[config.mk]
export PLATFORM = sky130hd
export DESIGN_NAME = cpacc_dbg_arbiter
export DESIGN_NICKNAME = d
export VERILOG_FILES = /design/src/rtl/cpacc_pkg.sv /design/src/rtl/cpacc_decode.sv /design/src/rtl/cpacc_rules.sv /design/src/rtl/cpacc_verdict_reg.sv /design/src/rtl/cpacc_dbg_arbiter.sv
export SDC_FILE = /design/constraint.sdc
export NUM_CORES = 1
export LEC_CHECK = 0
export ABC_CLOCK_PERIOD_IN_PS = 2300
export CORE_AREA = 2 2 39 41
export DETAILED_ROUTE_END_ITERATION = 8
export DIE_AREA = 0 0 41 43
export DONT_BUFFER_PORTS = 1
export PLACE_DENSITY = 0.3
export SLEW_MARGIN = 20
export SYNTH_ARGS = -nofsm -noshare
export SYNTH_HDL_FRONTEND = slang
export SYNTH_HIERARCHICAL = 1
export SYNTH_SLANG_ARGS = --single-unit
[constraint.sdc]
create_clock -name clk -period 2.3 [get_ports clk]
set_input_delay 0.69 -clock clk [delete_from_list [all_inputs] [get_ports clk]]
set_output_delay 0.69 -clock clk [all_outputs]
set_load 0.01 [all_outputs]
[src/rtl/cpacc_pkg.sv]
package cpacc_pkg;

   typedef enum logic [1:0] {
      GRP_DEBUG    = 2'd0,
      GRP_NONDEBUG = 2'd1,
      GRP_SYSCTL   = 2'd2,
      GRP_NONE     = 2'd3
   } cp_grp_e;

   typedef struct packed {
      logic halted;
      logic user;
      logic secure;
   } core_ctx_t;

   typedef struct packed {
      logic sec_ext;
      logic su_halt;
      logic mode_wr;
   } plat_cfg_t;

endpackage

[src/rtl/cpacc_decode.sv]
module cpacc_decode
   import cpacc_pkg::*;
#(
   parameter int CP_W   = 4,
   parameter int OPC1_W = 3,
   parameter int DBG_CP = 14,
   parameter int SYS_CP = 15
) (
   input  logic [CP_W-1:0]   cp_num,
   input  logic [OPC1_W-1:0] opc1,
   input  logic              blk,
   output cp_grp_e           grp,
   output logic              shape_ok
);
   localparam logic [CP_W-1:0]   DBG_NUM  = CP_W'(DBG_CP);
   localparam logic [CP_W-1:0]   SYS_NUM  = CP_W'(SYS_CP);
   localparam logic [OPC1_W-1:0] OPC_ZERO = '0;

   always_comb begin
      if (cp_num == DBG_NUM)
         grp = (opc1 == OPC_ZERO) ? GRP_DEBUG : GRP_NONDEBUG;
      else if (cp_num == SYS_NUM)
         grp = GRP_SYSCTL;
      else
         grp = GRP_NONE;
   end

   // block transfers reach only the debug register group
   always_comb begin
      shape_ok = (grp != GRP_NONE) && (!blk || grp == GRP_DEBUG);
   end

endmodule

[src/rtl/cpacc_rules.sv]
module cpacc_rules
   import cpacc_pkg::*;
#(
   parameter bit CACHE_BYPASS = 1'b1
) (
   input  cp_grp_e   grp,
   input  logic      shape_ok,
   input  core_ctx_t ctx,
   input  plat_cfg_t cfg,
   input  logic      perm_user,
   input  logic      perm_priv,
   input  logic      cache_op,
   output logic      permit
);
   logic normal_ok;
   logic mode_free;
   logic cache_term;
   logic halted_ok;

   always_comb begin
      normal_ok = ctx.user ? perm_user : perm_priv;
      mode_free = !ctx.user || cfg.mode_wr || !cfg.sec_ext
                  || !cfg.su_halt || !ctx.secure;
   end

   generate
      if (CACHE_BYPASS) begin : g_cache_on
         always_comb cache_term = cfg.su_halt && cache_op && (grp == GRP_SYSCTL);
      end else begin : g_cache_off
         logic unused_cache;
         always_comb unused_cache = cache_op;
         always_comb cache_term = 1'b0;
      end
   endgenerate

   always_comb begin
      halted_ok = perm_priv &&
                  (perm_user || grp == GRP_DEBUG || mode_free || cache_term);
      permit    = shape_ok && (ctx.halted ? halted_ok : normal_ok);
   end

endmodule

[src/rtl/cpacc_verdict_reg.sv]
module cpacc_verdict_reg (
   input  logic clk,
   input  logic rst_n,
   input  logic take,
   input  logic permit_d,
   output logic vld_q,
   output logic ok_q
);
   always_ff @(posedge clk) begin
      if (!rst_n) begin
         vld_q <= 1'b0;
         ok_q  <= 1'b0;
      end else begin
         vld_q <= take;
         if (take)
            ok_q <= permit_d;
      end
   end
endmodule

[src/rtl/cpacc_dbg_arbiter.sv]
module cpacc_dbg_arbiter
   import cpacc_pkg::*;
#(
   parameter int CP_W         = 4,
   parameter int OPC1_W       = 3,
   parameter int DBG_CP       = 14,
   parameter int SYS_CP       = 15,
   parameter bit CACHE_BYPASS = 1'b1
) (
   input  logic              clk,
   input  logic              rst_n,
   input  logic              req_vld,
   input  logic [CP_W-1:0]   req_cp,
   input  logic [OPC1_W-1:0] req_opc1,
   input  logic              req_blk,
   input  logic              req_cache_op,
   input  logic              core_halted,
   input  logic              core_user,
   input  logic              core_secure,
   input  logic              cfg_sec_ext,
   input  logic              cfg_su_halt,
   input  logic              cfg_mode_wr,
   input  logic              perm_user,
   input  logic              perm_priv,
   output logic              verdict_vld,
   output logic              verdict_ok
);
   localparam int CP_SPAN = 1 << CP_W;

   generate
      if (CP_W < 1 || CP_W > 8) begin : g_bad_cpw
         $error("cpacc_dbg_arbiter: CP_W out of range");
      end
      if (OPC1_W < 1) begin : g_bad_opc
         $error("cpacc_dbg_arbiter: OPC1_W must be positive");
      end
      if (DBG_CP < 0 || DBG_CP >= CP_SPAN || SYS_CP < 0 || SYS_CP >= CP_SPAN) begin : g_bad_num
         $error("cpacc_dbg_arbiter: coprocessor number does not fit CP_W");
      end
      if (DBG_CP == SYS_CP) begin : g_same_num
         $error("cpacc_dbg_arbiter: debug and system numbers must differ");
      end
   endgenerate

   cp_grp_e   grp;
   logic      shape_ok;
   logic      permit_d;
   core_ctx_t ctx;
   plat_cfg_t cfg;

   always_comb begin
      ctx = '{halted: core_halted, user: core_user, secure: core_secure};
      cfg = '{sec_ext: cfg_sec_ext, su_halt: cfg_su_halt, mode_wr: cfg_mode_wr};
   end

   cpacc_decode #(
      .CP_W(CP_W), .OPC1_W(OPC1_W), .DBG_CP(DBG_CP), .SYS_CP(SYS_CP)
   ) u_decode (
      .cp_num(req_cp), .opc1(req_opc1), .blk(req_blk),
      .grp(grp), .shape_ok(shape_ok)
   );

   cpacc_rules #(.CACHE_BYPASS(CACHE_BYPASS)) u_rules (
      .grp(grp), .shape_ok(shape_ok), .ctx(ctx), .cfg(cfg),
      .perm_user(perm_user), .perm_priv(perm_priv),
      .cache_op(req_cache_op), .permit(permit_d)
   );

   cpacc_verdict_reg u_out (
      .clk(clk), .rst_n(rst_n), .take(req_vld), .permit_d(permit_d),
      .vld_q(verdict_vld), .ok_q(verdict_ok)
   );

endmodule

* Word-level counts from Yosys, hierarchy flattened
Index checks and enable logic that the tools add are counted.
** Storage, ports and cells
- Register bits :: 2
- Memory bits (read-only) :: 0
- Memory bits (writable) :: 0
- Word-level logic and storage cells :: 31
- Latch bits :: 0
- Output and inout bits :: 2
- Memories kept :: 0
- Bits of input ports :: 20
** Cells by class
- Reduce and logical (&&, ||, !) cells :: 20
- Add/subtract/negate cells :: 0
- Bitwise operators :: 0
- Shifts and indexed selects :: 0
- Muxes and demuxes :: 5
- Divide/modulo/power cells :: 0
- Eq/ne operators :: 4
- Multipliers :: 0
- Magnitude comparators :: 0
** Operator list (number)
- equality test 4 bit, second input constant :: 2
- logical OR 1 bit :: 8
- logical AND 1 bit :: 5
- logical NOT 1 bit :: 5
- 2-to-1 mux 1 bit :: 4
- logical NOT 3 bit :: 1
- equality test 2 bit, second input constant :: 1
- logical NOT 2 bit :: 1
- 2-to-1 mux 2 bit :: 1
- != test 2 bit, second input constant :: 1

* Logic depth before layout (Yosys ltp)
- Depth in word-level cells :: 10
- Mapped depth :: 6
- Gate-level depth less buffers :: 6

* By module
Netlist, hierarchy kept.
** Modules (own cells, without submodules)
- cpacc_verdict_reg :: sequential area each 40.0 µm², instances 1, cells an instance 5, area each 63.8 µm²
- cpacc_rules :: sequential area each 0.0 µm², instances 1, cells an instance 7, area each 53.8 µm²
- cpacc_decode :: sequential area each 0.0 µm², instances 1, cells an instance 6, area each 36.3 µm²

* Worst setup path before layout
Ideal clock, no wire load.
- Path type :: input port to flip-flop
- From :: in req_cp[0]
- To :: reg u_out.ok_q
- Path slack :: 0.599 ns
- Stages :: 5
- Arrival :: 1.636 ns
- Library setup time :: 0.065 ns
- Buffers on the path :: 0
- Data required time :: 2.235 ns
- Path through :: or4_1 -> a21oi_1 -> o311a_1 -> mux2i_1 -> nor2b_1
** On the way
- Elaborated cells between the ends (all ways) :: 16
- Those cells by class :: eq/ne: 4; mux: 3; reduce/logical: 9
** RTL lines
- start, declared :: line cpacc_dbg_arbiter.sv:13 : input logic [CP_W-1:0] req_cp,
- equality test 4 bit :: line cpacc_decode.sv:22 : else if (cp_num == SYS_NUM)
- 2-to-1 mux 1 bit :: line cpacc_decode.sv:22
- 2-to-1 mux 2 bit (*) :: line cpacc_decode.sv:20 : if (cp_num == DBG_NUM)
- logical NOT 2 bit :: line cpacc_decode.sv:30 : shape_ok = (grp != GRP_NONE) && (!blk || grp == GRP_DEBUG);
- logical OR 1 bit :: line cpacc_decode.sv:30
- logical AND 1 bit (*) :: line cpacc_decode.sv:30
- named net shape_ok :: line cpacc_dbg_arbiter.sv:46 : logic shape_ok;
- logical AND 1 bit (*) :: line cpacc_rules.sv:39 : permit = shape_ok && (ctx.halted ? halted_ok : normal_ok);
- named net permit_d :: line cpacc_dbg_arbiter.sv:47 : logic permit_d;
- end signal, assigned :: line cpacc_verdict_reg.sv:16 : ok_q <= permit_d;
- end, declared :: line cpacc_verdict_reg.sv:7 : output logic ok_q
Mark *: on every way through the listed nets, which the timed path passes. The rest lies on a longest branch.
A chain may end at the register's enable or synchronous reset.

* Worst setup path in the final report
Ends and elaborated chain as after synthesis.

==> impl_metrics.py <==
metrics = {
    "setup_path": {
        "criticalPathCategory": "input pin to flop",
        "arrival_ns": 1.73,
        "cp-end-kind": "flop",
        "r2r_start": "u_out/ok_q",
        "cp_max_fo": 3,
        "crit_start": "req_cp[0]",
        "cp.required_ns": 2.46,
        "crit_path_start_kind": "input pin",
    },
    "pwr": {
        "p_sw_uw": 24.2,
        "ir_drop_mv": 0.170,
        "pwr-share-seq": 0.300,
        "pwr-share-comb": 0.071,
        "cellPowerDensity_nw_per_um2": 630,
        "switching_share": 0.196,
        "cell_internal_pwr_uw": 99.5,
        "clock_power_share": 0.629,
        "leakage_nw": 0.0706,
    },
    "synthesis": {
        "synth_compound_area_frac": 0.179,
        "netlist_area_um2": 154,
        "synth_top_area_share": 0.260,
        "synthArstFlopShare": 0,
        "yosys_warnings": 6,
        "yosys-top-cells-count": "a21oi_1 (2), dfxtp_1 (2)",
        "avgSynthCellArea_um2": 8.55,
        "syn_inst": 18,
        "synth_top_family_by_area": "simple AND/OR/NAND/NOR gates",
        "synthAdderAreaFrac": 0,
        "seq_area_frac_synth": 0.260,
        "synth_ff_type": "dfxtp_1",
        "synth-seq-cells": 2,
        "synthMuxAreaShare": 0.138,
        "yosys.area.top_type": "dfxtp_1",
        "synth-edff-count": 0,
        "synthXorXnorAreaFrac": 0,
        "ys_types": 16,
        "synthSimpleGateAreaFrac": 0.398,
        "ys_top_cells_by_area": "dfxtp_1 (26%), mux2_1 (7.3%), a21oi_1 (6.5%)",
        "synthesis.nets": 38,
    },
    "drt": {
        "vias": 159,
        "wl_um": 432,
        "ant_nets": 0,
        "drc": 0,
        "first_iter_violations": 0,
        "wl_per_cell_um": 11.7,
        "dr.pass1.iters": 1,
        "detail_route.vias_per_cell": 4.30,
    },
    "floorplanning": {
        "coreArea_um2": 1380,
        "io_pins": 22,
        "initial_core_util": 0.111,
        "rows": 14,
        "dieArea_um2": 1760,
        "fp.dieW_um": 41,
        "die_h_um": 43,
    },
    "finish": {
        "drive_above_1_share": 0.238,
        "fillers": 149,
        "n_antenna_cell": 0,
        "area_growth_syn_to_layout_pct": 27.6,
        "seq_area_um2": 40.0,
        "layout.nets": 43,
        "multi_input_area_um2": 110,
    },
    "cts": {
        "cts.root.buffer_cell": "clkbuf_4",
        "ctsResizeCount": 0,
        "cts_setup_buffers": 0,
        "worstSkewPairLatency_ns": 0.22,
        "cts_buffers": 3,
        "path_clk_slew_ns": 0.03,
        "ctsHtreeMaxLevel": 1,
        "clockBufferDepth": 2,
        "cts_tree": "done",
        "cts.sinks": 2,
        "cts-hold-fix-buffers": 0,
    },
    "sta": {
        "period_needed_ns": 1.57,
        "layout_setup_ws_ns": 0.733,
        "tightest_slew_ns": 0.193,
        "fin_setup_tns_ns": 0,
        "rsz0062_at_grt": "no",
        "max_clock_freq_mhz": 638,
        "slew_headroom": 0.871,
        "setup_viol": 0,
        "slew_violations": 0,
        "skew_ns": 0,
        "hold_violations": 0,
        "finalCritPeriodShare": 0.681,
    },
    "global_route": {
        "grt_max_degree": 4,
        "grt.total_usage": 0.0582,
        "grt_pass1_vias": 188,
        "antenna_found_initial": 0,
        "grt_pass1_wl_um": 565,
        "overflow": 0,
    },
    "job": {
        "drv_cap": 0,
    },
    "place": {
        "dp_slack_ns": 0.485,
        "numPortBuffers": 0,
        "gp_congestion": 0.454,
    },
    "outcome": {
        "status": "finished, final reports clean",
    },
    "hold_path": {
        "hp-start": "u_out/ok_q",
        "min_path_type": "flop to flop",
    },
}
==> cell type report <==
class,instances,share of cell area
inverters,1,0.0191
well taps,16,0.102
flip-flops and latches,2,0.204
clock buffers,3,0.115
multi-input cells,15,0.561
==> critical path: stages <==
cell     delay, ns
or4_1         0.50
a21oi_1       0.17
o311a_1       0.19
mux2i_1       0.07
nor2b_1       0.10
==> state kept, by name (all words and copies together), names as in the netlist <==
name         flops
u_out/ok_q       1
u_out/vld_q      1
==> kinds of logic after synthesis <==
kind of cell           count (synthesis)
AND/OR/NAND/NOR                        9
AO/OA/AOI/OAI                          4
multiplexers                           2
flip-flops                             2
buffers and inverters                  1
==> power by group through the flow <==
stage	clock, mW	combinational, mW	sequential [mW]
finish	0.0778	0.00874	0.0371
detailed placement	0	0.00887	0.0376
floorplan	0	0.00781	0.0374
global route	0.0838	0.00965	0.0372
CTS	0.0850	0.00889	0.0371
global placement	0	0.00844	0.0376
==> placed cells by master (no fill, tap or decap) <==
cell | netlist | final
mux2_1 | 1 | 1
nor2b_1 | 1 | 1
and2_2 | 1 | 1
nor3_1 | 1 | 1
clkbuf_4 | 0 | 3
inv_1 | 1 | 1
nor2b_2 | 1 | 1
o311a_1 | 1 | 1
nand4b_1 | 1 | 1
mux2i_1 | 1 | 1
nand2b_1 | 1 | 1
or2_1 | 1 | 1
o21bai_1 | 1 | 1
a21oi_1 | 2 | 2
nand3_1 | 1 | 1
dfxtp_1 | 2 | 2
or4_1 | 1 | 1
==> metal layers <==
| metal | routed length [um] | GRT usage | vias up | part of all wire |
|---|---|---|---|---|
| met4 | 0 | 0.100 | 0 | 0 |
| met1 | 143 | 0.0353 | 67 | 0.33 |
| met5 | 0 | 0 | - | 0 |
| li1 | - | - | 73 | - |
| met3 | 71 | 0.0314 | 0 | 0.16 |
| met2 | 217 | 0.0813 | 19 | 0.50 |
==> per-stage QoR <==
stage	area [um^2]	total power, mW	hold slack (ns)	utilization	cells
2_1_floorplan	154	0.0452	0.538	-	18
6_report	196	0.124	0.570	0.142	37
3_3_place_gp	174	0.0460	0.560	0.126	34
3_5_place_dp	174	0.0464	0.578	0.126	34
5_1_grt	196	0.131	0.596	0.142	37
4_1_cts	196	0.131	0.582	0.142	37
==> final timing paths <==
| kind | cells after the start | endpoint | slack (ns) |
|---|---|---|---|
| worst max-delay path | 5 | u_out/ok_q | 0.73 |
| worst min-delay path | 2 | u_out/ok_q | 0.57 |
| worst max register to register | 2 | u_out/ok_q | 1.67 |
| worst min register to register | 2 | u_out/ok_q | 0.57 |
(Power assumes the default switching activity.)
